$ cat src/rtl/prio_arb_pkg.sv
`timescale 1ns/1ps
package prio_arb_pkg;
   // requester indices; the order is also the urgent-queue priority
   typedef enum int {
      SRC_DISP_DMA = 0,
      SRC_SIG_CORE = 1,
      SRC_LOC_BUS  = 2,
      SRC_GEN_DMA  = 3
   } src_e;
   localparam int SRC_COUNT   = 4;
   localparam int TMO_W_DEF   = 8;
endpackage

$ cat src/rtl/prio_arb_tmo_regs.sv
`timescale 1ns/1ps
module prio_arb_tmo_regs #(
   parameter int N_REQ = 4,
   parameter int TMO_W = 8,
   localparam int SEL_W = (N_REQ > 1) ? $clog2(N_REQ) : 1
) (
   input  logic                        clk,
   input  logic                        rst_n,
   input  logic                        we_i,
   input  logic [SEL_W-1:0]            sel_i,
   input  logic [TMO_W-1:0]            data_i,
   output logic [N_REQ-1:0][TMO_W-1:0] tmo_o
);
   for (genvar g = 0; g < N_REQ; g++) begin : g_reg
      always_ff @(posedge clk) begin
         if (!rst_n)
            tmo_o[g] <= '0;
         else if (we_i && (sel_i == SEL_W'(g)))
            tmo_o[g] <= data_i;
      end
   end
endmodule

$ cat src/rtl/prio_arb_ager.sv
`timescale 1ns/1ps
module prio_arb_ager #(
   parameter int TMO_W = 8
) (
   input  logic             clk,
   input  logic             rst_n,
   input  logic             req_i,
   input  logic             own_i,   // granted next cycle or still holding
   input  logic [TMO_W-1:0] tmo_i,
   output logic             urg_o
);
   logic [TMO_W-1:0] wait_q;

   always_ff @(posedge clk) begin
      if (!rst_n) begin
         wait_q <= '0;
         urg_o  <= 1'b0;
      end else if (!req_i || own_i) begin
         wait_q <= '0;
         urg_o  <= 1'b0;
      end else begin
         urg_o <= (wait_q >= tmo_i);
         if (wait_q < tmo_i)
            wait_q <= wait_q + 1'b1;
      end
   end
endmodule

$ cat src/rtl/prio_arb_pick.sv
`timescale 1ns/1ps
module prio_arb_pick #(
   parameter int N_REQ     = 4,
   parameter bit FAIR_POOL = 1'b1,
   localparam int SEL_W = (N_REQ > 1) ? $clog2(N_REQ) : 1
) (
   input  logic [N_REQ-1:0] req_i,
   input  logic [N_REQ-1:0] urg_i,
   input  logic [SEL_W-1:0] ptr_i,
   output logic [N_REQ-1:0] pick_o
);
   logic [N_REQ-1:0] hot;
   logic [N_REQ-1:0] hot_pick;
   logic [N_REQ-1:0] pool_pick;

   assign hot = req_i & urg_i;

   always_comb begin
      hot_pick = '0;
      for (int k = N_REQ - 1; k >= 0; k--)
         if (hot[k]) hot_pick = N_REQ'(1) << k;
   end

   if (FAIR_POOL) begin : g_rr
      always_comb begin
         automatic int  idx;
         automatic logic seen;
         pool_pick = '0;
         seen      = 1'b0;
         for (int k = 0; k < N_REQ; k++) begin
            idx = int'(ptr_i) + k;
            if (idx >= N_REQ) idx = idx - N_REQ;
            if (!seen && req_i[idx]) begin
               pool_pick[idx] = 1'b1;
               seen = 1'b1;
            end
         end
      end
   end else begin : g_fixed
      logic [SEL_W-1:0] unused_ptr;
      assign unused_ptr = ptr_i;
      always_comb begin
         pool_pick = '0;
         for (int k = N_REQ - 1; k >= 0; k--)
            if (req_i[k]) pool_pick = N_REQ'(1) << k;
      end
   end

   assign pick_o = (|hot) ? hot_pick : pool_pick;
endmodule

$ cat src/rtl/prio_arb.sv
`timescale 1ns/1ps
module prio_arb
   import prio_arb_pkg::*;
#(
   parameter int N_REQ     = SRC_COUNT,
   parameter int TMO_W     = TMO_W_DEF,
   parameter bit FAIR_POOL = 1'b1,
   localparam int SEL_W = (N_REQ > 1) ? $clog2(N_REQ) : 1
) (
   input  logic             clk,
   input  logic             rst_n,
   input  logic [N_REQ-1:0] req_i,
   input  logic             done_i,
   input  logic             cfg_we_i,
   input  logic [SEL_W-1:0] cfg_sel_i,
   input  logic [TMO_W-1:0] cfg_data_i,
   output logic [N_REQ-1:0] gnt_o
);
   if (N_REQ < 2) begin : g_bad_n
      $error("prio_arb: N_REQ must be at least 2");
   end
   if (TMO_W < 1) begin : g_bad_w
      $error("prio_arb: TMO_W must be at least 1");
   end

   logic [N_REQ-1:0][TMO_W-1:0] tmo;
   logic [N_REQ-1:0]            urg_vec;
   logic [N_REQ-1:0]            pick;
   logic [N_REQ-1:0]            gnt_q;
   logic [N_REQ-1:0]            gnt_d;
   logic [SEL_W-1:0]            ptr_q;
   logic [SEL_W-1:0]            win_idx;
   logic                        arb_en;

   prio_arb_tmo_regs #(.N_REQ(N_REQ), .TMO_W(TMO_W)) u_regs (
      .clk   (clk),
      .rst_n (rst_n),
      .we_i  (cfg_we_i),
      .sel_i (cfg_sel_i),
      .data_i(cfg_data_i),
      .tmo_o (tmo)
   );

   for (genvar g = 0; g < N_REQ; g++) begin : g_age
      prio_arb_ager #(.TMO_W(TMO_W)) u_ager (
         .clk  (clk),
         .rst_n(rst_n),
         .req_i(req_i[g]),
         .own_i(gnt_d[g]),
         .tmo_i(tmo[g]),
         .urg_o(urg_vec[g])
      );
   end

   prio_arb_pick #(.N_REQ(N_REQ), .FAIR_POOL(FAIR_POOL)) u_pick (
      .req_i (req_i),
      .urg_i (urg_vec),
      .ptr_i (ptr_q),
      .pick_o(pick)
   );

   assign arb_en = !(|gnt_q) || done_i;
   assign gnt_d  = arb_en ? pick : gnt_q;

   always_comb begin
      win_idx = '0;
      for (int k = 0; k < N_REQ; k++)
         if (pick[k]) win_idx = SEL_W'(k);
   end

   always_ff @(posedge clk) begin
      if (!rst_n) begin
         gnt_q <= '0;
         ptr_q <= '0;
      end else begin
         gnt_q <= gnt_d;
         if (arb_en && (|pick))
            ptr_q <= (win_idx == SEL_W'(N_REQ - 1)) ? '0 : win_idx + 1'b1;
      end
   end

   assign gnt_o = gnt_q;
endmodule

$ cat config.mk
export PLATFORM = sky130hd
export DESIGN_NAME = prio_arb
export DESIGN_NICKNAME = d
export VERILOG_FILES = /design/src/rtl/prio_arb_pkg.sv /design/src/rtl/prio_arb_tmo_regs.sv /design/src/rtl/prio_arb_ager.sv /design/src/rtl/prio_arb_pick.sv /design/src/rtl/prio_arb.sv
export SDC_FILE = /design/constraint.sdc
export NUM_CORES = 1
export LEC_CHECK = 0
export BUFFER_PORTS_ARGS = -buffer_cell sky130_fd_sc_hd__buf_2
export CAP_MARGIN = 25
export CORE_MARGIN = 3
export CORE_UTILIZATION = 60
export DETAILED_ROUTE_END_ITERATION = 8
export PLACE_DENSITY = 0.76
export SLEW_MARGIN = 20
export SYNTH_ARGS = -nofsm -noshare
export SYNTH_HDL_FRONTEND = slang
export SYNTH_SLANG_ARGS = --single-unit
$ cat constraint.sdc
create_clock -name clk -period 3.2 [get_ports clk]
set_input_delay 0.16 -clock clk [delete_from_list [all_inputs] [get_ports clk]]
set_output_delay 0.16 -clock clk [all_outputs]
set_load 0.01 [all_outputs]
Yosys cells after proc, flatten, opt, wreduce, memory -nomap -nowiden

Index checks and enable logic that the tools add are counted.

Bits in registers: 74
Latch bits: 0
RAM bits: 0
ROM bits: 0
Input bits: 18
Output and inout bits: 4
Memories: 0

$add $sub $neg: 12
$mul: 0
Divide/modulo/power cells: 0
Magnitude comparators: 20
Eq/ne operators: 4
Shifts and indexed selects: 0
Mux-type cells: 41
Bitwise logic cells: 5
Reduce and logical (&&, ||, !) cells: 33

Operator list:

| operator                | count |
|---|---|
| $ge A32 B1 Y1 const B   | 4 |
| $lt A32 B4 Y1 const B   | 4 |
| $mux W32                | 4 |
| $ge A32 B4 Y1 const B   | 3 |
| $sub A32 B4 Y32 const B | 3 |
| $mux W4                 | 10 |
| $add A8 B1 Y8 const B   | 4 |
| $ge A8 B8 Y1            | 4 |
| $lt A8 B8 Y1            | 4 |
| $mux W1                 | 16 |
| $logic_and A1 B1 Y1     | 12 |
| $or A4 B4 Y4            | 3 |
| $reduce_or A4 Y1        | 3 |
| $bmux W1 S2             | 4 |
| $demux W1 S2            | 4 |
| $logic_not A1 Y1        | 8 |
| $reduce_or A2 Y1        | 4 |
| $add A2 B2 Y3 const B   | 2 |
| $eq A2 B2 Y1 const B    | 3 |
| $mux W2                 | 3 |
| $logic_or A1 B1 Y1      | 5 |
| $and A4 B4 Y4           | 1 |
| $sub A2 B3 Y4 const B   | 1 |
| $add A2 B1 Y3 const B   | 1 |
| other kinds (5)         | 5 |

Logic depth before layout (Yosys ltp)

Gate-level depths: netlist of run 1.

Depth after elaboration: 21
Depth in mapped cells: 9
Depth with buffers taken out: 9

Hierarchy

Synthesis of run 1 repeated with hierarchy kept, for this count alone.

Cell total of the unflattened synthesis: 509
Area, all modules: 4494.3 sq um

Modules (own cells, without submodules):

| module            | instances | cells each | area an instance (sq um) |
|---|---|---|---|
| prio_arb_ager     | 4         | 75         | 625.6 |
| prio_arb_tmo_regs | 1         | 115        | 1177.4 |
| prio_arb_pick     | 1         | 57         | 495.5 |
| prio_arb          | 1         | 37         | 319.1 |

Least setup slack after synthesis of run 1

Ideal clock, no wire load.

Kind: register -> register
From: reg ptr_q[0]
To: reg ptr_q[1]
Library setup time: 0.115 ns
Data arrival time: 2.654 ns
Data required time: 3.085 ns
Setup slack: 0.432 ns
Stages on the path, launching flop included: 10
Path buffers: 0
Period minus slack after synthesis: 2.768 ns
Cells stage by stage: dfxtp_1 inv_1 ha_1 or3b_4 a2111oi_4 o21ai_1 a41oi_2 nor2_1 o21a_1 o21a_1

Cells in the longest elaborated chain, start to end: 21
Elaborated cells on any way between the ends: 72
Those cells by class: add/sub: 8; order compare: 12; eq/ne: 1; mux: 36; bitwise: 3; reduce/logical: 12

RTL lines:

| element                                                                  | RTL line            | text |
|---|---|---|
| start: declaration                                                       | prio_arb.sv:31      | `logic [SEL_W-1:0] ptr_q;` |
| start signal: assignment                                                 | prio_arb.sv:78      | `ptr_q <= (win_idx == SEL_W'(N_REQ - 1)) ? '0 : win_idx + 1'b1;` |
| parallel branches: the longest is 14 deep, another holds $sub A32 B4 Y32 | -                   |  |
| $mux W4 *                                                                | prio_arb_pick.sv:33 | `if (!seen && req_i[idx]) begin` |
| $mux W4 *                                                                | prio_arb_pick.sv:49 | `assign pick_o = (\|hot) ? hot_pick : pool_pick;` |
| $mux W1                                                                  | prio_arb.sv:68      | `if (pick[k]) win_idx = SEL_W'(k);` |
| $mux W2 (2 in a row)                                                     | prio_arb.sv:68      |  |
| $add A2 B1 Y2 or $eq A2 B2 Y1 (tied branches)                            | prio_arb.sv:78      |  |
| $mux W2                                                                  | prio_arb.sv:78      |  |

Mark *: on every way between the ends. The select of a mux whose other input is x is not followed.
A chain may end at the register's enable or synchronous reset.

Final worst setup path of run 1

From: reg ptr_q[0]
To: reg g_age[3].u_ager.wait_q[2]

Cells in the longest elaborated chain, start to end: 19
Elaborated cells on any way between the ends: 67
Those cells by class: add/sub: 7; order compare: 12; mux: 33; bitwise: 3; reduce/logical: 12

RTL lines:

| element                                                                  | RTL line            | text |
|---|---|---|
| parallel branches: the longest is 14 deep, another holds $sub A32 B4 Y32 | -                   |  |
| $mux W4 *                                                                | prio_arb_pick.sv:33 |  |
| $mux W4 *                                                                | prio_arb_pick.sv:49 |  |
| $mux W4 *                                                                | prio_arb.sv:63      | `assign gnt_d = arb_en ? pick : gnt_q;` |
| $logic_or A1 B1 Y1 *                                                     | prio_arb_ager.sv:18 | `end else if (!req_i \|\| own_i) begin` |
| $reduce_or A2 Y1 (no source line) *                                      | -                   |  |
| end signal: assignment                                                   | prio_arb_ager.sv:24 | `wait_q <= wait_q + 1'b1;` |
| end: declaration                                                         | prio_arb_ager.sv:12 | `logic [TMO_W-1:0] wait_q;` |

Marks and branches as above.

==> results of run 1 <==
-- placed cells by master (no fill, tap or decap), types with 2 or more instances in the layout --
| cell | n |
|---|---|
| dfxtp_1 | 74 |
| a21oi_1 | 17 |
| nor2_1 | 89 |
| inv_1 | 37 |
| clkbuf_8 | 12 |
| a21o_1 | 9 |
| mux2i_1 | 29 |
| and4_1 | 2 |
| nor2b_1 | 9 |
| nand3_1 | 20 |
| a31oi_1 | 2 |
| and2_1 | 7 |
| and3_1 | 13 |
| buf_2 | 21 |
| ha_1 | 43 |
| nand3_2 | 4 |
| nand2_1 | 16 |
| xor2_1 | 24 |
| buf_4 | 2 |
| o21a_1 | 11 |
| or3b_1 | 2 |
| nor3_1 | 2 |
| nand3b_1 | 4 |
| xnor2_1 | 4 |
| a2111oi_4 | 2 |
| o21ai_1 | 2 |
| o21bai_1 | 4 |
| mux4_2 | 3 |
| nand4_1 | 21 |
-- routing by layer --
| metal | global-route usage | up-vias | share of wire |
|---|---|---|---|
| li1 | - | 1702 | - |
| met2 | 0.364 | 69 | 0.48 |
| met4 | 0.0689 | 0 | 0.0057 |
| met1 | 0.289 | 1555 | 0.48 |
| met5 | 0 | - | 0 |
| met3 | 0.0358 | 5 | 0.041 |
-- kinds of logic (layout without fill, tap and decap cells) --
logic type / count (synthesis) / count (layout) / synth area share
simple gates: 194 / 194 / 0.226
mux: 32 / 32 / 0.0840
fa+ha+maj: 43 / 43 / 0.126
buf+inv: 49 / 77 / 0.0479
flops: 74 / 74 / 0.348
xor+xnor: 28 / 28 / 0.0576
compound gates: 58 / 58 / 0.110
-- flip-flops by register name, indices dropped and copies added (netlist names) --
name,cells
g_age.u_ager.urg_o,4
g_age.u_ager.wait_q,32
ptr_q,2
gnt_o,4
u_regs.tmo_o,32
-- layout make-up --
cell class / instances / area [µm²]
well taps: 96 / 120
clock buffers: 13 / 169
repair buffers: 23 / 120
clock inverters: 3 / 21.3
inverters: 38 / 143
fillers: 586 / 2200
flip-flops and latches: 74 / 1480
multi-input cells: 355 / 2570
-- cell usage after synthesis, drive strengths merged, types with 3 or more instances --
| cell type | count | area share |
|---|---|---|
| a21oi | 17 | 0.020 |
| clkbuf | 4 | 0.0035 |
| mux4 | 3 | 0.016 |
| nand3b | 4 | 0.0071 |
| nor2 | 90 | 0.080 |
| buf | 7 | 0.011 |
| and3 | 13 | 0.019 |
| o21a | 11 | 0.019 |
| nand4 | 21 | 0.031 |
| o21ai | 3 | 0.0044 |
| ha | 43 | 0.13 |
| a21o | 9 | 0.016 |
| o21bai | 4 | 0.0071 |
| dfxtp | 74 | 0.35 |
| xor2 | 24 | 0.049 |
| a2111oi | 3 | 0.016 |
| and2 | 7 | 0.010 |
| nand2 | 16 | 0.014 |
| mux2i | 29 | 0.068 |
| nand3 | 24 | 0.033 |
| nor2b | 9 | 0.013 |
| or3b | 3 | 0.0068 |
| inv | 38 | 0.033 |
| xnor2 | 4 | 0.0082 |
-- stage by stage --
step | util | power (mW) | std cells | hold WS (ps) | instance area, µm²
after global routing | 0.677 | 2.54 | 602 | 159 | 4630
after global placement | 0.650 | 1.71 | 586 | 465 | 4440
final | 0.677 | 2.39 | 602 | 129 | 4630
after detailed placement | 0.650 | 1.72 | 586 | 485 | 4440
after CTS | 0.677 | 2.41 | 602 | 123 | 4630
after floorplan | - | 1.56 | 478 | 299 | 4260
-- power by group through the flow --
stage / Clock (mW) / Sequential, mW / Combinational, mW
after floorplan: 0 / 1.05 / 0.511
after global placement: 0 / 1.05 / 0.655
after detailed placement: 0 / 1.05 / 0.667
after CTS: 0.711 / 1.03 / 0.670
after global routing: 0.748 / 1.04 / 0.746
final: 0.694 / 1.03 / 0.668
-- worst max-delay path by stage --
stage,cells after the start,slack (ps),to
5_1_grt,9,50,g_age[0].u_ager.wait_q[1]
6_report,9,290,g_age[3].u_ager.wait_q[2]
3_3_place_gp,9,350,g_age[3].u_ager.wait_q[7]
3_5_place_dp,9,290,g_age[3].u_ager.wait_q[0]
4_1_cts,9,280,g_age[3].u_ager.wait_q[6]
2_1_floorplan,9,430,ptr_q[1]
-- critical path: stages (launching register included) --
cell       delay [ps]
dfxtp_1           550
inv_1             110
ha_1              380
or3b_1            420
a2111oi_4         460
o21ai_1           140
a41oi_2           330
mux2i_1           160
nand3_2           190
nor2_1             70
==> run metrics, run 1 <==
layout cells sized above 1 0.111; Ports 22; Post-CTS Hold Fix Bufs 0; RSZ-0062 raised after global routing no; largest net degree at the start of global routing 38; post-synthesis register bit count 74; Max-Cap Viols 0; die area 8150 µm²; Syn. warnings 0; dpl ws 294 ps; synthesized area per cell 8.91 µm²; Post-DP HPWL 6440 µm; crit path max fanout 9; final antenna-violating net count 0; sequential area share after synthesis 0.348; Reg clk slew, reported paths 80 ps; hold path cells 3; fmax 0.344 GHz; ant diodes 0; Root Buffer clkbuf_8; CTS sink cnt 74; WL per Instance 14.3 µm; worst-margin pin slew 619 ps; PwrDens slightly above 500 nW/µm²; Final Cycle Share 0.909; crit start category register; vias in the first global route roughly 3,300; GRT Total Usage 0.218; gr ovfl total 0; CP startpoint ptr_q[0]; R2R Setup Slk 290 ps; cts bufs inserted 9; Remaining DRCs 0; # resized after CTS 0; reg2reg path depth 9; status finished, final reports clean; DRT Wirelength 8610 µm; die span in y 90.3 µm; Initial Util 0.623; Clock Power Share 0.290; Switching Share 0.331; sequential share of power 0.431; Die X about 90 µm; Worst Setup End Kind register; Synth async-reset ratio 0; final setup vio count 0; Worst-Skew Late Latency 340 ps; critical path type reg2reg; Post-CTS Setup Inserts 0; total core area 6830 µm²; internal power 1.60 mW; Pins Over Slew Limit 0; vias per cell 5.53; EDFF count, synth 0; drt initial violations between 100 and 150; synth unique cells 48; Worst Hold Path EP u_regs.tmo_o[4]; RR Startpoint ptr_q[0]; Psw around 0.79 mW; antenna violations before repair 0; final hold vios 0; setup_tns 0 ps; first-pass GRT wire length approximately 15,000 µm; Bufs on Longest Clock Path 2; Synth Instances 478; nets 562; WP data required 3440 ps; area grow syn2layout 8.67%; normalized max-slew margin 0.587; drt pass-1 iters 4; Buffers on Ports 21; Core Rows 30; Synth Flop Type dfxtp_1; worst hold-check path type in2reg; WP data arrival roughly 3100 ps; mapped cell area about 4300 µm²; Syn Nets 539; final worst slack just under 300 ps; Comb power frac 0.279; CTS tree yes; Vias 3,331; start point of the worst hold path cfg_data_i[4]; Lkg Pwr just over 2 nW; H-tree Lvls 3; Worst IR Drop VDD roughly 330 µV; clock skew 12.1 ps; final worst path period need 2910 ps; RR Endpoint g_age[3].u_ager.wait_q[2]; GPL Wtd Cong 0.876
No activity file was read; power rests on OpenSTA's default activity.
==> run 2: changes to the inputs <==
==> constraint.sdc (replaced) <==
create_clock -name clk -period 2.8 [get_ports clk]
set_input_delay 0.56 -clock clk [delete_from_list [all_inputs] [get_ports clk]]
set_output_delay 0.56 -clock clk [all_outputs]
set_load 0.01 [all_outputs]
==> run 2 against run 1 <==
Against the previous run:
- clock-buffer cell count shrank 1
- largest cell class unchanged
- highest routed layer unchanged
- design area up 2.1%
- critical endpoint is now g_age[3].u_ager.wait_q[5]
- flip-flop and latch count did not move
- core utilization rose by 1.4 points
- die area stayed put
- sequential power increased by 14%
- hold slack better by 370 ps
==> run metrics, run 2 (same netlist as run 1, synthesis figures left out) <==
WP data arrival 2850 ps; Initial Util 0.623; Bufs on Longest Clock Path 2; final antenna-violating net count 0; critical path type reg2reg; Ports 22; cts bufs inserted 9; layout cells sized above 1 0.128; most frequent cells in the layout nor2_1 (89), dfxtp_1 (74), ha_1 (42), inv_1 (37), mux2i_1 (27); antenna violations before repair 0; fmax 0.382 GHz; Buffers on Ports 21; slowest stage delay, CP about 470 ps; Worst-Skew Late Latency 340 ps; area grow syn2layout 11.0%; Core Rows 30; Pins Over Slew Limit 0; setup_tns 0 ps; Root Buffer clkbuf_8; Worst IR Drop VDD slightly below 300 µV; Pwr Total 2.88 mW; PwrDens 609 nW/µm²; WL per Instance approximately 15 µm; Remaining DRCs 0; vias per cell about 5.7; die area 8150 µm²; GRT Total Usage 0.223; CTS sink cnt 74; Largest regs g_age.u_ager.wait_q: 32 flops, u_regs.tmo_o: 32 flops; Reg clk slew, reported paths 80 ps; vias in the first global route 3,270; crit path max fanout 5; final hold vios 0; FILL cells roughly 570; die span in y 90.3 µm; Post-DP HPWL 6610 µm; commonest non-fill, non-tap cell in the layout nor2_1; DRT Wirelength 8950 µm; first-pass GRT wire length 14,900 µm; final worst path period need ~2600 ps; Lkg Pwr 2.09 nW; Slowest-stage cell, CP a2111oi_4; largest net degree at the start of global routing 38; final setup vio count 0; gr ovfl total 0; drt initial violations 195; nets 570; CTS tree yes; hold path cells 2; GPL Wtd Cong 0.922; status finished, final reports clean; normalized max-slew margin 0.566; worst path cell trace inv_1, ha_2, or3b_1, a2111oi_4, o21ai_1, a41oi_2, mux2i_2, nand3_1, nor2_1; WP data required 3040 ps; Vias 3,467; worst hold-check path type reg2reg; clock skew 7.97 ps; Post-CTS Hold Fix Bufs 0; Die X 90.3 µm; worst-margin pin slew 649 ps; R2R Setup Slk 190 ps; Final Cycle Share 0.934; crit start category register; RSZ-0062 raised after global routing no; Worst Setup End Kind register; reg2reg path depth 9; ant diodes 0; Max-Cap Viols 0; total core area between 6000 and 7000 µm²; drt pass-1 iters 4; H-tree Lvls 3
[run 2: timing repair]
item | CTS | global route
endpoints found under the hold margin | 0 | 0
buffers inserted | 0 | 1
endpoints found under the setup margin | 0 | 16
gates resized for setup | 0 | 7
[run 2: layout make-up]
| type | count | area [µm²] | area share |
|---|---|---|---|
| clock buffers | 12 | 145 | 0.0307 |
| clock inverters | 4 | 51.3 | 0.0109 |
| inverters | 38 | 143 | 0.0302 |
| multi-input cells | 357 | 2620 | 0.554 |
| flip-flops and latches | 74 | 1480 | 0.313 |
| well taps | 96 | 120 | 0.0254 |
| repair buffers | 29 | 165 | 0.0349 |
[run 2: power by group]
group | internal [mW] | switching (mW)
sequential | 1.12 | 0.0513
clock | 0.437 | 0.392
combinational | 0.367 | 0.513
[run 2: worst paths after layout]
| check | from | to |
|---|---|---|
| min reg2reg | u_regs.tmo_o[13] | u_regs.tmo_o[13] |
| max | ptr_q[0] | g_age[3].u_ager.wait_q[5] |
| min | u_regs.tmo_o[13] | u_regs.tmo_o[13] |
| max reg2reg | ptr_q[0] | g_age[3].u_ager.wait_q[5] |
[run 2: worst max-delay path, delay by kind of cell, from the launching register on]
| kind | cells | cell delay, ps |
|---|---|---|
| flip-flops | 1 | 330 |
| adder cells (fa/ha/maj) | 1 | 320 |
| multiplexers | 1 | 170 |
| buffers and inverters | 1 | 60 |
| AND/OR/NAND/NOR | 3 | 690 |
| AO/OA/AOI/OAI | 3 | 940 |
[run 2: metal layers]
layer  track usage  part of all wire  vias up
met5             0                 0        -
met4        0.0829             0.016        0
met3        0.0483             0.040       13
met2         0.366              0.48       88
met1         0.290              0.46     1648
li1              -                 -     1718
[run 2: per-stage QoR]
step | setup slack, ps | cells | util | hold slack (ps) | area [µm²]
after floorplan | 31.7 | 478 | - | 463 | 4260
after global placement | 192 | 591 | 0.655 | 479 | 4480
after detailed placement | 132 | 591 | 0.655 | 488 | 4480
after CTS | 110 | 607 | 0.684 | 507 | 4670
after global routing | 30.2 | 610 | 0.692 | 511 | 4730
final | 186 | 610 | 0.692 | 501 | 4730
==> run 3: changes to the inputs <==
- PLACE_DENSITY: 0.76 -> 0.78
==> run 3 against run 2 <==
Against the previous run:
- design area is 0.50% lower
- combinational power is 1% lower
- flip-flop and latch count stayed put
- final cell count is 0.49% lower
- critical endpoint is now g_age[3].u_ager.wait_q[3]
- highest routed layer unchanged
- non-clock buffer count is 2 lower
==> run metrics, run 3 (same netlist as run 1, synthesis figures left out) <==
status finished, final reports clean; ant diodes 0; fmax between 0.3 and 0.4 GHz; hold_ws 498 ps; Buffers on Ports 21; RR Endpoint g_age[3].u_ager.wait_q[3]; Worst Hold Path EP g_age[1].u_ager.wait_q[1]; crit start category register; largest net degree at the start of global routing 38; RR Startpoint ptr_q[0]; worst hold-check path type reg2reg; WP data required 3040 ps; clock skew 10.6 ps; nets 567; Worst-Skew Late Latency 340 ps; layout cells sized above 1 0.121; Reg clk slew, reported paths 80 ps; worst path cell trace inv_1, ha_1, or3b_4, a2111oi_4, o21ai_1, a41oi_2, mux2i_2, nand3_4, nor2_1; slowest stage delay, CP between 400 and 500 ps; Ports 22; Root Buffer clkbuf_8; WP data arrival 2940 ps; Lkg Pwr 2.08 nW; Initial Util 0.623; Vias 3,427; dpl ws just over 80 ps; die span in y 90.3 µm; first-pass GRT wire length about 15,000 µm; Post-CTS Setup Inserts 0; Remaining DRCs 0; Post-DP HPWL around 6700 µm; Largest regs g_age.u_ager.wait_q: 32 flops, u_regs.tmo_o: 32 flops; Worst Setup End Kind register; antenna violations before repair 0; drt pass-1 iters 4; area grow syn2layout 10.4%; reg2reg path depth 9; final antenna-violating net count 0; CTS tree yes; Pins Over Slew Limit 0; final setup vio count 0; Final Cycle Share 0.967; Bufs on Longest Clock Path 2; R2R Setup Slk between 90 and 100 ps; PwrDens 614 nW/µm²; GPL Wtd Cong 0.926; vias per cell 5.65; total core area 6830 µm²; final worst path period need roughly 2700 ps; drt initial violations 124; worst-margin pin slew ~650 ps; die area between 8000 and 9000 µm²; Die X 90.3 µm; crit path max fanout 9; DRT Wirelength between 9000 and 10,000 µm; GRT Total Usage 0.230; Layout Utilization 0.688; final hold vios 0; RSZ-0062 raised after global routing no; Max-Cap Viols 0; CTS sink cnt 74; Core Rows 30; H-tree Lvls 3; gr ovfl total 0; Pwr Total 2.89 mW; critical path type reg2reg; cts bufs inserted 9; vias in the first global route 3,352; final worst slack 91.6 ps; normalized max-slew margin 0.569; start point of the worst hold path g_age[1].u_ager.wait_q[1]; Worst IR Drop VDD 365 µV; Slowest-stage cell, CP a2111oi_4; most frequent cells in the layout nor2_1 (89), dfxtp_1 (74), ha_1 (43), inv_1 (37), mux2i_1 (27); WL per Instance 14.9 µm; setup_tns 0 ps; commonest non-fill, non-tap cell in the layout nor2_1; hold path cells 2
==> run 3: metrics by stage <==
| stage | instance area (µm²) | cells |
|---|---|---|
| 2_1_floorplan | 4260 | 478 |
| 3_3_place_gp | 4470 | 590 |
| 3_5_place_dp | 4470 | 590 |
| 4_1_cts | 4670 | 606 |
| 5_1_grt | 4700 | 607 |
| 6_report | 4700 | 607 |
==> run 3: layout make-up <==
| type | instances | area, µm² |
|---|---|---|
| tap | 96 | 120 |
| clock buffer | 12 | 155 |
| fill | 571 | 2130 |
| sequential | 74 | 1480 |
| clock inverter | 4 | 50.0 |
| multi-input combinational | 356 | 2600 |
| inverter | 38 | 143 |
| timing repair buffer | 27 | 150 |
==> run 3: repair_timing <==
item | in CTS | in global routing
gates resized for setup | 0 | 4
hold buffers | 0 | 0
hold endpoints to repair | 0 | 0
setup endpoints to repair | 0 | 10
==> run 3: worst max-delay path by stage <==
stage              from                        end  cells after the start
3_5_place_dp   ptr_q[0]  g_age[3].u_ager.wait_q[3]                      9
3_3_place_gp   ptr_q[0]  g_age[0].u_ager.wait_q[1]                      9
5_1_grt        ptr_q[0]  g_age[3].u_ager.wait_q[3]                      9
4_1_cts        ptr_q[0]  g_age[3].u_ager.wait_q[3]                      9
2_1_floorplan  ptr_q[0]                   ptr_q[1]                      9
6_report       ptr_q[0]  g_age[3].u_ager.wait_q[3]                      9
==> run 3: power by group <==
part	switching (mW)	internal [mW]
Clock	0.390	0.459
Sequential	0.0521	1.12
Combinational	0.513	0.354
Total	0.955	1.93
==> run 3: worst max-delay path: cells and delay by family (launching register included) <==
family / cells / cell delay (ps)
adders and majority gates: 1 / 360
muxes: 1 / 180
DFF: 1 / 350
buffers and inverters: 1 / 70
AOI/OAI and AO/OA: 3 / 1000
and+or+nand+nor: 3 / 650
==> run 3: layer usage <==
metal	vias up	wire length, µm	global-route usage
li1	1714	-	-
met2	94	4420	0.389
met3	21	425	0.0450
met1	1598	3960	0.282
met5	-	0	0
met4	0	225	0.106
